[src/rtl/ds_rec_pkg.sv]
`timescale 1ns/1ps
// Package: shared constants and pair decoding for the data-strobe recovery block.
// Assumes four input lines arranged as two strobe/data pairs.
package ds_rec_pkg;
    localparam int PAD_COUNT = 4;

    typedef enum logic {
        PAIR_LO = 1'b0,   // data on line 1, strobe on line 0
        PAIR_HI = 1'b1    // data on line 3, strobe on line 2
    } pair_e;

    // Index of the data line of a pair (always odd).
    function automatic int data_idx(pair_e p);
        return (p == PAIR_LO) ? 1 : 3;
    endfunction

    // Index of the strobe line of a pair (even line just below the data line).
    function automatic int strobe_idx(pair_e p);
        return data_idx(p) - 1;
    endfunction
endpackage

[src/rtl/ds_pair_select.sv]
`timescale 1ns/1ps
// Module: ds_pair_select
// Routes each channel's data/strobe lines from the pad inputs and resolves
// pair conflicts: a lower-numbered enabled channel wins a shared pair.
// Assumes: purely combinational, pad_in already at block boundary.
module ds_pair_select
    import ds_rec_pkg::*;
#(
    parameter int NUM_CH = 2
) (
    input  logic [PAD_COUNT-1:0] pad_in,
    input  logic [NUM_CH-1:0]    ch_en,
    input  logic [NUM_CH-1:0]    ch_pair,
    output logic [NUM_CH-1:0]    sel_data,
    output logic [NUM_CH-1:0]    sel_strobe,
    output logic [NUM_CH-1:0]    eff_en,
    output logic                 conflict
);
    logic [NUM_CH-1:0] lose;

    for (genvar c = 0; c < NUM_CH; c++) begin : g_ch
        // Pick the data and strobe lines named by this channel's pair code.
        always_comb begin
            sel_data[c]   = pad_in[data_idx(pair_e'(ch_pair[c]))];
            sel_strobe[c] = pad_in[strobe_idx(pair_e'(ch_pair[c]))];
        end

        // Detect whether an enabled lower channel already claims this pair.
        always_comb begin
            lose[c] = 1'b0;
            for (int j = 0; j < c; j++) begin
                if (ch_en[j] && ch_en[c] && (ch_pair[j] == ch_pair[c])) begin
                    lose[c] = 1'b1;
                end
            end
        end

        // A channel runs only when enabled and not displaced.
        always_comb eff_en[c] = ch_en[c] && !lose[c];
    end

    // Any displaced channel means an illegal configuration.
    always_comb conflict = |lose;
endmodule

[src/rtl/ds_sync_arm.sv]
`timescale 1ns/1ps
// Module: ds_sync_arm
// Synchronizes one data/strobe pair into the oversampling domain and arms
// the channel once a genuine level change has been observed on either line.
// Assumes SYNC_STAGES >= 2; clr is a synchronous per-channel clear.
module ds_sync_arm #(
    parameter int SYNC_STAGES = 2
) (
    input  logic clk,
    input  logic rst_n,
    input  logic clr,
    input  logic data_in,
    input  logic strobe_in,
    output logic data_s,
    output logic strobe_s,
    output logic armed
);
    localparam int VW = $clog2(SYNC_STAGES + 2);
    localparam logic [VW-1:0] VFULL = VW'(SYNC_STAGES + 1);

    logic [SYNC_STAGES-1:0] dchain_q;
    logic [SYNC_STAGES-1:0] schain_q;
    logic                   dprev_q;
    logic                   sprev_q;
    logic [VW-1:0]          vcnt_q;
    logic                   armed_q;

    // Shift both lines through the synchronizer chains.
    always_ff @(posedge clk) begin
        if (!rst_n || clr) begin
            dchain_q <= '0;
            schain_q <= '0;
        end else begin
            dchain_q <= {dchain_q[SYNC_STAGES-2:0], data_in};
            schain_q <= {schain_q[SYNC_STAGES-2:0], strobe_in};
        end
    end

    always_comb begin
        data_s   = dchain_q[SYNC_STAGES-1];
        strobe_s = schain_q[SYNC_STAGES-1];
    end

    // Keep last synchronized values and count cycles until history is real.
    always_ff @(posedge clk) begin
        if (!rst_n || clr) begin
            dprev_q <= 1'b0;
            sprev_q <= 1'b0;
            vcnt_q  <= '0;
        end else begin
            dprev_q <= data_s;
            sprev_q <= strobe_s;
            if (vcnt_q != VFULL) vcnt_q <= vcnt_q + 1'b1;
        end
    end

    // Arm once a real transition is seen on either synchronized line.
    always_ff @(posedge clk) begin
        if (!rst_n || clr) begin
            armed_q <= 1'b0;
        end else if ((vcnt_q == VFULL) &&
                     ((data_s != dprev_q) || (strobe_s != sprev_q))) begin
            armed_q <= 1'b1;
        end
    end

    always_comb armed = armed_q;
endmodule

[src/rtl/ds_glitch_filter.sv]
`timescale 1ns/1ps
// Module: ds_glitch_filter
// Minimum-width filter on the combined clock level, plus data capture on
// each accepted transition of the filtered clock.
// Assumes STABLE_CYCLES >= 2; clr is a synchronous per-channel clear.
module ds_glitch_filter #(
    parameter int STABLE_CYCLES = 2
) (
    input  logic clk,
    input  logic rst_n,
    input  logic clr,
    input  logic level_in,
    input  logic data_in,
    output logic rec_clk,
    output logic rec_data
);
    localparam int CW = $clog2(STABLE_CYCLES + 1);
    localparam logic [CW-1:0] LAST = CW'(STABLE_CYCLES - 1);

    logic [CW-1:0] cnt_q;
    logic          filt_q;
    logic          data_q;
    logic          differ;
    logic          flip;

    // Decide whether the input level has been held long enough to accept.
    always_comb begin
        differ = (level_in != filt_q);
        flip   = differ && (cnt_q == LAST);
    end

    // Count the run of mismatching cycles and accept on the last one.
    always_ff @(posedge clk) begin
        if (!rst_n || clr) begin
            cnt_q  <= '0;
            filt_q <= 1'b0;
            data_q <= 1'b0;
        end else if (flip) begin
            cnt_q  <= '0;
            filt_q <= level_in;
            data_q <= data_in;
        end else if (differ) begin
            cnt_q  <= cnt_q + 1'b1;
        end else begin
            cnt_q  <= '0;
        end
    end

    always_comb begin
        rec_clk  = filt_q;
        rec_data = data_q;
    end

    // an accepted level is never replaced on the very next edge.
    p_min_width_r3: assert property (@(posedge clk) disable iff (!rst_n)
        (!$stable(filt_q) && !clr) |=> $stable(filt_q))
        else $error("p_min_width_r3 violated");

    // data moves only together with a filtered clock transition.
    p_capture_r6: assert property (@(posedge clk) disable iff (!rst_n)
        ($past(rst_n) && !$past(clr) && $stable(filt_q)) |-> $stable(data_q))
        else $error("p_capture_r6 violated");
endmodule

[src/rtl/ds_clk_recover.sv]
`timescale 1ns/1ps
// Module: ds_clk_recover (top)
// Data-strobe clock recovery for NUM_CH channels sharing four input lines:
// pair routing and conflict check, synchronizer with arming, XOR combine,
// minimum-width filter and data capture.
// Assumes clk oversamples the link well above the bit rate.
module ds_clk_recover
    import ds_rec_pkg::*;
#(
    parameter int NUM_CH        = 2,
    parameter int SYNC_STAGES   = 2,
    parameter int STABLE_CYCLES = 2
) (
    input  logic                 clk,
    input  logic                 rst_n,
    input  logic [PAD_COUNT-1:0] pad_in,
    input  logic [NUM_CH-1:0]    ch_en,
    input  logic [NUM_CH-1:0]    ch_pair,
    output logic [NUM_CH-1:0]    rec_clk,
    output logic [NUM_CH-1:0]    rec_data,
    output logic [NUM_CH-1:0]    raw_data,
    output logic                 cfg_conflict
);
    logic [NUM_CH-1:0] sel_data;
    logic [NUM_CH-1:0] sel_strobe;
    logic [NUM_CH-1:0] eff_en;
    logic [NUM_CH-1:0] data_s;
    logic [NUM_CH-1:0] strobe_s;
    logic [NUM_CH-1:0] armed;
    logic [NUM_CH-1:0] level;

    ds_pair_select #(.NUM_CH(NUM_CH)) u_select (
        .pad_in    (pad_in),
        .ch_en     (ch_en),
        .ch_pair   (ch_pair),
        .sel_data  (sel_data),
        .sel_strobe(sel_strobe),
        .eff_en    (eff_en),
        .conflict  (cfg_conflict)
    );

    for (genvar c = 0; c < NUM_CH; c++) begin : g_chan
        ds_sync_arm #(.SYNC_STAGES(SYNC_STAGES)) u_sync (
            .clk      (clk),
            .rst_n    (rst_n),
            .clr      (!eff_en[c]),
            .data_in  (sel_data[c]),
            .strobe_in(sel_strobe[c]),
            .data_s   (data_s[c]),
            .strobe_s (strobe_s[c]),
            .armed    (armed[c])
        );

        // Combine the lines; hold low until the channel has armed.
        always_comb level[c] = armed[c] & (data_s[c] ^ strobe_s[c]);

        ds_glitch_filter #(.STABLE_CYCLES(STABLE_CYCLES)) u_filter (
            .clk     (clk),
            .rst_n   (rst_n),
            .clr     (!eff_en[c]),
            .level_in(level[c]),
            .data_in (data_s[c]),
            .rec_clk (rec_clk[c]),
            .rec_data(rec_data[c])
        );

        // Mirror the data line actually feeding this channel.
        always_comb raw_data[c] = eff_en[c] & sel_data[c];

        // no clock activity before the channel has armed.
        p_quiet_until_armed_r8: assert property (@(posedge clk) disable iff (!rst_n)
            !armed[c] |-> !rec_clk[c])
            else $error("p_quiet_until_armed_r8 violated");
    end

    if (NUM_CH >= 2) begin : g_conf_chk
        // under a conflict the highest channel cannot own the shared pair.
        p_conflict_quiet_r5: assert property (@(posedge clk) disable iff (!rst_n)
            (cfg_conflict && (ch_pair[0] == ch_pair[NUM_CH-1])) |-> !raw_data[NUM_CH-1])
            else $error("p_conflict_quiet_r5 violated");
    end
endmodule

[config.mk]
export PLATFORM = sky130hd
export DESIGN_NAME = ds_clk_recover
export DESIGN_NICKNAME = d
export VERILOG_FILES = /design/src/rtl/ds_rec_pkg.sv /design/src/rtl/ds_pair_select.sv /design/src/rtl/ds_sync_arm.sv /design/src/rtl/ds_glitch_filter.sv /design/src/rtl/ds_clk_recover.sv
export SDC_FILE = /design/constraint.sdc
export NUM_CORES = 1
export LEC_CHECK = 0
export BUFFER_PORTS_ARGS = -buffer_cell sky130_fd_sc_hd__buf_2
export CAP_MARGIN = 10
export CORE_MARGIN = 2
export CORE_UTILIZATION = 50
export DETAILED_ROUTE_END_ITERATION = 6
export PLACE_DENSITY = 0.79
export RECOVER_POWER = 25
export SYNTH_ARGS = -nofsm -noshare
export SYNTH_HDL_FRONTEND = slang
export SYNTH_SLANG_ARGS = --single-unit
[constraint.sdc]
create_clock -name clk -period 1.5 [get_ports clk]
set_clock_uncertainty 0.2 [all_clocks]
set_input_delay 0.075 -clock clk [delete_from_list [all_inputs] [get_ports clk]]
set_output_delay 0.075 -clock clk [all_outputs]
set_load 0.02 [all_outputs]
==> report_table.html <==
<table>
<tr><th>Metric</th><th>Value</th></tr>
<tr><th colspan="2">Finish</th></tr>
<tr><td>Layout filler cell count</td><td>190</td></tr>
<tr><td>P&amp;R area growth vs syn</td><td>23.5%</td></tr>
<tr><td>Commonest cells after routing, fill and taps aside</td><td>25 x dfxtp_1, 13 x nor2_1, 13 x buf_2, 11 x dlygate4sd3_1, 8 x nand2_1</td></tr>
<tr><td>Fraction of final layout cells with drive strength greater than 1</td><td>0.196</td></tr>
<tr><td>Antenna diode count</td><td>0</td></tr>
<tr><td>Most common library cell in the layout ignoring fill and taps</td><td>dfxtp_1</td></tr>
<tr><td>Count of nets after finishing</td><td>163</td></tr>
<tr><th colspan="2">Timing</th></tr>
<tr><td>Max_slew headroom</td><td>0.797</td></tr>
<tr><td>Setup repair after global routing missed its margin</td><td>false</td></tr>
<tr><td>Worst Tran Pin Value</td><td>303 ps</td></tr>
<tr><td>Final count of hold timing violations</td><td>1</td></tr>
<tr><td>Fmax</td><td>668 MHz</td></tr>
<tr><td>Final TNS setup</td><td>0 ps</td></tr>
<tr><td>Hold Worst Slack</td><td>-5.61 ps</td></tr>
<tr><td>Number of setup violations in the final report</td><td>0</td></tr>
<tr><td>Max Slew Vio Count</td><td>0</td></tr>
<tr><td>Worst-case setup margin in the final layout</td><td>2.77 ps</td></tr>
<tr><td>Final min period</td><td>1500 ps</td></tr>
<tr><td>Period Utilization, post-route</td><td>0.998</td></tr>
<tr><th colspan="2">CTS</th></tr>
<tr><td>Buffer cell driving the clock tree root</td><td>clkbuf_4</td></tr>
<tr><td>Maximum count of clock buffers along a single path</td><td>2</td></tr>
<tr><td>Worst-skew pair later-pin latency</td><td>310 ps</td></tr>
<tr><td>Clock tree from TritonCTS</td><td>done</td></tr>
<tr><td>Clock transition at the registers of the reported paths</td><td>130 ps</td></tr>
<tr><td>Quantity of hold-fixing buffers added after cts</td><td>11</td></tr>
<tr><td>Sinks on the clock net</td><td>26</td></tr>
<tr><td>Number of H-tree branching levels</td><td>1</td></tr>
<tr><td>CTS buffer count</td><td>3</td></tr>
<tr><th colspan="2">Synth</th></tr>
<tr><td>Number of distinct library cells after synthesis</td><td>28</td></tr>
<tr><td>Share of synthesized area occupied by flip-flops and latches</td><td>0.458</td></tr>
<tr><td>Async set-or-reset flop fraction in the synthesized netlist</td><td>0</td></tr>
<tr><td>Number of flops mapped to enable cells by yosys</td><td>0</td></tr>
<tr><td>Netlist area before placement</td><td>0.00114 mm²</td></tr>
<tr><td>Primary flip-flop cell chosen by synthesis mapping</td><td>dfxtp_1</td></tr>
<tr><td>Area fraction of the dominant cell type after synthesis</td><td>0.458</td></tr>
<tr><td>Average instance area after synthesis</td><td>9.55 µm²</td></tr>
<tr><td>Flip-flop and latch count after synthesis</td><td>26</td></tr>
<tr><td>Syn Inst Count</td><td>119</td></tr>
<tr><td>Area contributors post-synth</td><td>dfxtp_1 46%, mux2i_1 6.2%, xor2_1 4.6%</td></tr>
<tr><td>Library cell occupying the most area in the post-synthesis netlist</td><td>dfxtp_1</td></tr>
<tr><td>Synthesized netlist net count</td><td>133</td></tr>
<tr><td>Yosys synthesis warning count</td><td>0</td></tr>
<tr><th colspan="2">Setup path</th></tr>
<tr><td>R2R Path Start</td><td>g_chan[0].u_sync.dchain_q[1]</td></tr>
<tr><td>Kind of critical path</td><td>primary input to flip-flop</td></tr>
<tr><td>Required time reported for the critical path endpoint</td><td>1510 ps</td></tr>
<tr><td>Max Fanout on Critical Path</td><td>8</td></tr>
<tr><td>Start point of the critical path</td><td>rst_n</td></tr>
<tr><td>Setup crit start kind</td><td>primary input</td></tr>
<tr><td>Data arrival, critical path</td><td>1510 ps</td></tr>
<tr><td>Endpoint class of the critical path</td><td>flip-flop</td></tr>
<tr><th colspan="2">Hold path</th></tr>
<tr><td>Hold_sp</td><td>ch_en[0]</td></tr>
<tr><td>Worst min-delay path category</td><td>primary input to flip-flop</td></tr>
<tr><th colspan="2">Detailed routing</th></tr>
<tr><td>Detailed-route DRC error count</td><td>0</td></tr>
<tr><td>Per-cell via count in the routed design</td><td>4.85</td></tr>
<tr><td>WL/cell</td><td>11.3 µm</td></tr>
<tr><td>Count of vias placed by the detailed router</td><td>~850</td></tr>
<tr><td>Total length of routed wires</td><td>1.99 mm</td></tr>
<tr><td>TritonRoute pass-1 iters</td><td>3</td></tr>
<tr><td>Starting DRT DRC Count</td><td>7</td></tr>
<tr><td>DRT antenna net count</td><td>0</td></tr>
<tr><th colspan="2">Placed design</th></tr>
<tr><td>Worst setup slack before clock tree synthesis</td><td>66.9 ps</td></tr>
<tr><td>Routability congestion estimate from global placement</td><td>0.731</td></tr>
<tr><td>Hpwl dp</td><td>1.38 mm</td></tr>
<tr><td>Port Buf Inserts</td><td>16</td></tr>
<tr><th colspan="2">GRT</th></tr>
<tr><td>Largest net degree at the start of global routing</td><td>15</td></tr>
<tr><td>Total overflow reported by the global router</td><td>0</td></tr>
<tr><td>Initial antenna violation count</td><td>0</td></tr>
<tr><td>Via count of the first global-routing pass</td><td>830</td></tr>
<tr><td>Global-route wire length before repair</td><td>about 3.4 mm</td></tr>
<tr><td>Total routing usage reported by global routing</td><td>0.174</td></tr>
<tr><th colspan="2">Power and ir drop</th></tr>
<tr><td>Static leakage</td><td>0.000593 µW</td></tr>
<tr><td>Power density of the placed cells</td><td>about 800 mW/mm²</td></tr>
<tr><td>VDD IR max</td><td>0.726 mV</td></tr>
<tr><th colspan="2">Floorplanning</th></tr>
<tr><td>I/O Pins</td><td>17</td></tr>
<tr><td>Total Die Area</td><td>between 0.002 and 0.003 mm²</td></tr>
<tr><td>Die width</td><td>51.7 µm</td></tr>
<tr><td>Standard cell core area</td><td>0.00217 mm²</td></tr>
<tr><td>Die height</td><td>51.7 µm</td></tr>
<tr><td>Effective utilization at floorplan</td><td>0.524</td></tr>
<tr><td>Core Rows</td><td>17</td></tr>
<tr><th colspan="2">Status</th></tr>
<tr><td>Failing checks</td><td>hold timing</td></tr>
<tr><td>Run status</td><td>finished with violations</td></tr>
<tr><th colspan="2">Run</th></tr>
<tr><td>MaxCap Viol Count</td><td>0</td></tr>
</table>
-- critical path, cell delays in order --
cell           delay, ps
dlygate4sd3_1        530
buf_2                160
and3_1               190
dlygate4sd3_1        550
-- area by class of cell --
class                      instances  area, µm²  area share
multi-input combinational         80        567       0.404
clock buffer                       4       36.3      0.0259
timing repair buffer              31        216       0.154
inverter                           7       26.3      0.0187
sequential                        26        522       0.372
tap                               28       35.0      0.0250
-- sequential cells by signal, indices dropped and copies added (netlist names) --
register	cells
g_chan.u_filter.rec_clk	2
g_chan.u_sync.vcnt_q	4
g_chan.u_filter.cnt_q	4
g_chan.u_filter.rec_data	2
g_chan.u_sync.sprev_q	2
g_chan.u_sync.dchain_q	4
g_chan.u_sync.schain_q	4
g_chan.u_sync.dprev_q	2
g_chan.u_sync.armed	2
-- worst paths after layout --
path                                  end  slack [ps]  depth (start not counted)
max              g_chan[0].u_sync.dprev_q           3                          4
min          g_chan[1].u_sync.dchain_q[0]          -6                          3
max reg2reg      g_chan[0].u_sync.dprev_q          90                          2
min reg2reg  g_chan[1].u_sync.dchain_q[1]         220                          2
-- power breakdown --
group	total [µW]	switching [µW]	internal [µW]
Clock	337	189	148
Combinational	108	55.2	52.4
Sequential	710	6.84	703
Total	1150	251	903
-- Yosys cell counts, drive strengths merged (2+ instances only) --
library cell,count
and2,2
inv,7
nand3,5
nand2b,5
nor4,4
nand2,8
a211oi,2
ha,4
mux2i,7
buf,4
a21oi,6
xor2,6
o21ai,2
and3,4
clkbuf,2
dfxtp,26
nor2,13
xnor2,5
-- metrics by stage --
stage               total power (µW)  cells  area, µm²  hold WS (ps)   util
floorplan                        777    119       1140         -3.29      -
global placement                 805    161       1230           132  0.568
detailed placement               811    161       1230           130  0.568
CTS                             1160    176       1380         -9.79  0.636
global route                    1210    176       1400         -9.37  0.646
finish                          1150    176       1400         -5.61  0.646
-- cell families after synthesis --
kind of cell | count (synthesis) | share of synthesized area
AND/OR/NAND/NOR | 45 | 0.216
flip-flops | 26 | 0.458
AO/OA/AOI/OAI | 13 | 0.0694
buffers and inverters | 13 | 0.0661
XOR/XNOR | 11 | 0.0848
multiplexers | 7 | 0.0617
adder cells (fa/ha/maj) | 4 | 0.0441
-- per-layer routing --
layer | vias up | part of all wire | track usage
met5 | - | 0 | 0
met4 | 0 | 0.016 | 0.105
met3 | 2 | 0.031 | 0.0172
met2 | 15 | 0.49 | 0.329
met1 | 382 | 0.46 | 0.183
li1 | 454 | - | -
-- repair_timing --
item | in CTS | in global routing
buffers inserted | 0 | 0
setup endpoints to repair | 0 | 3
endpoints found under the hold margin | 12 | 1
resized for setup | 0 | 6
No activity file was read; power rests on OpenSTA's default activity.
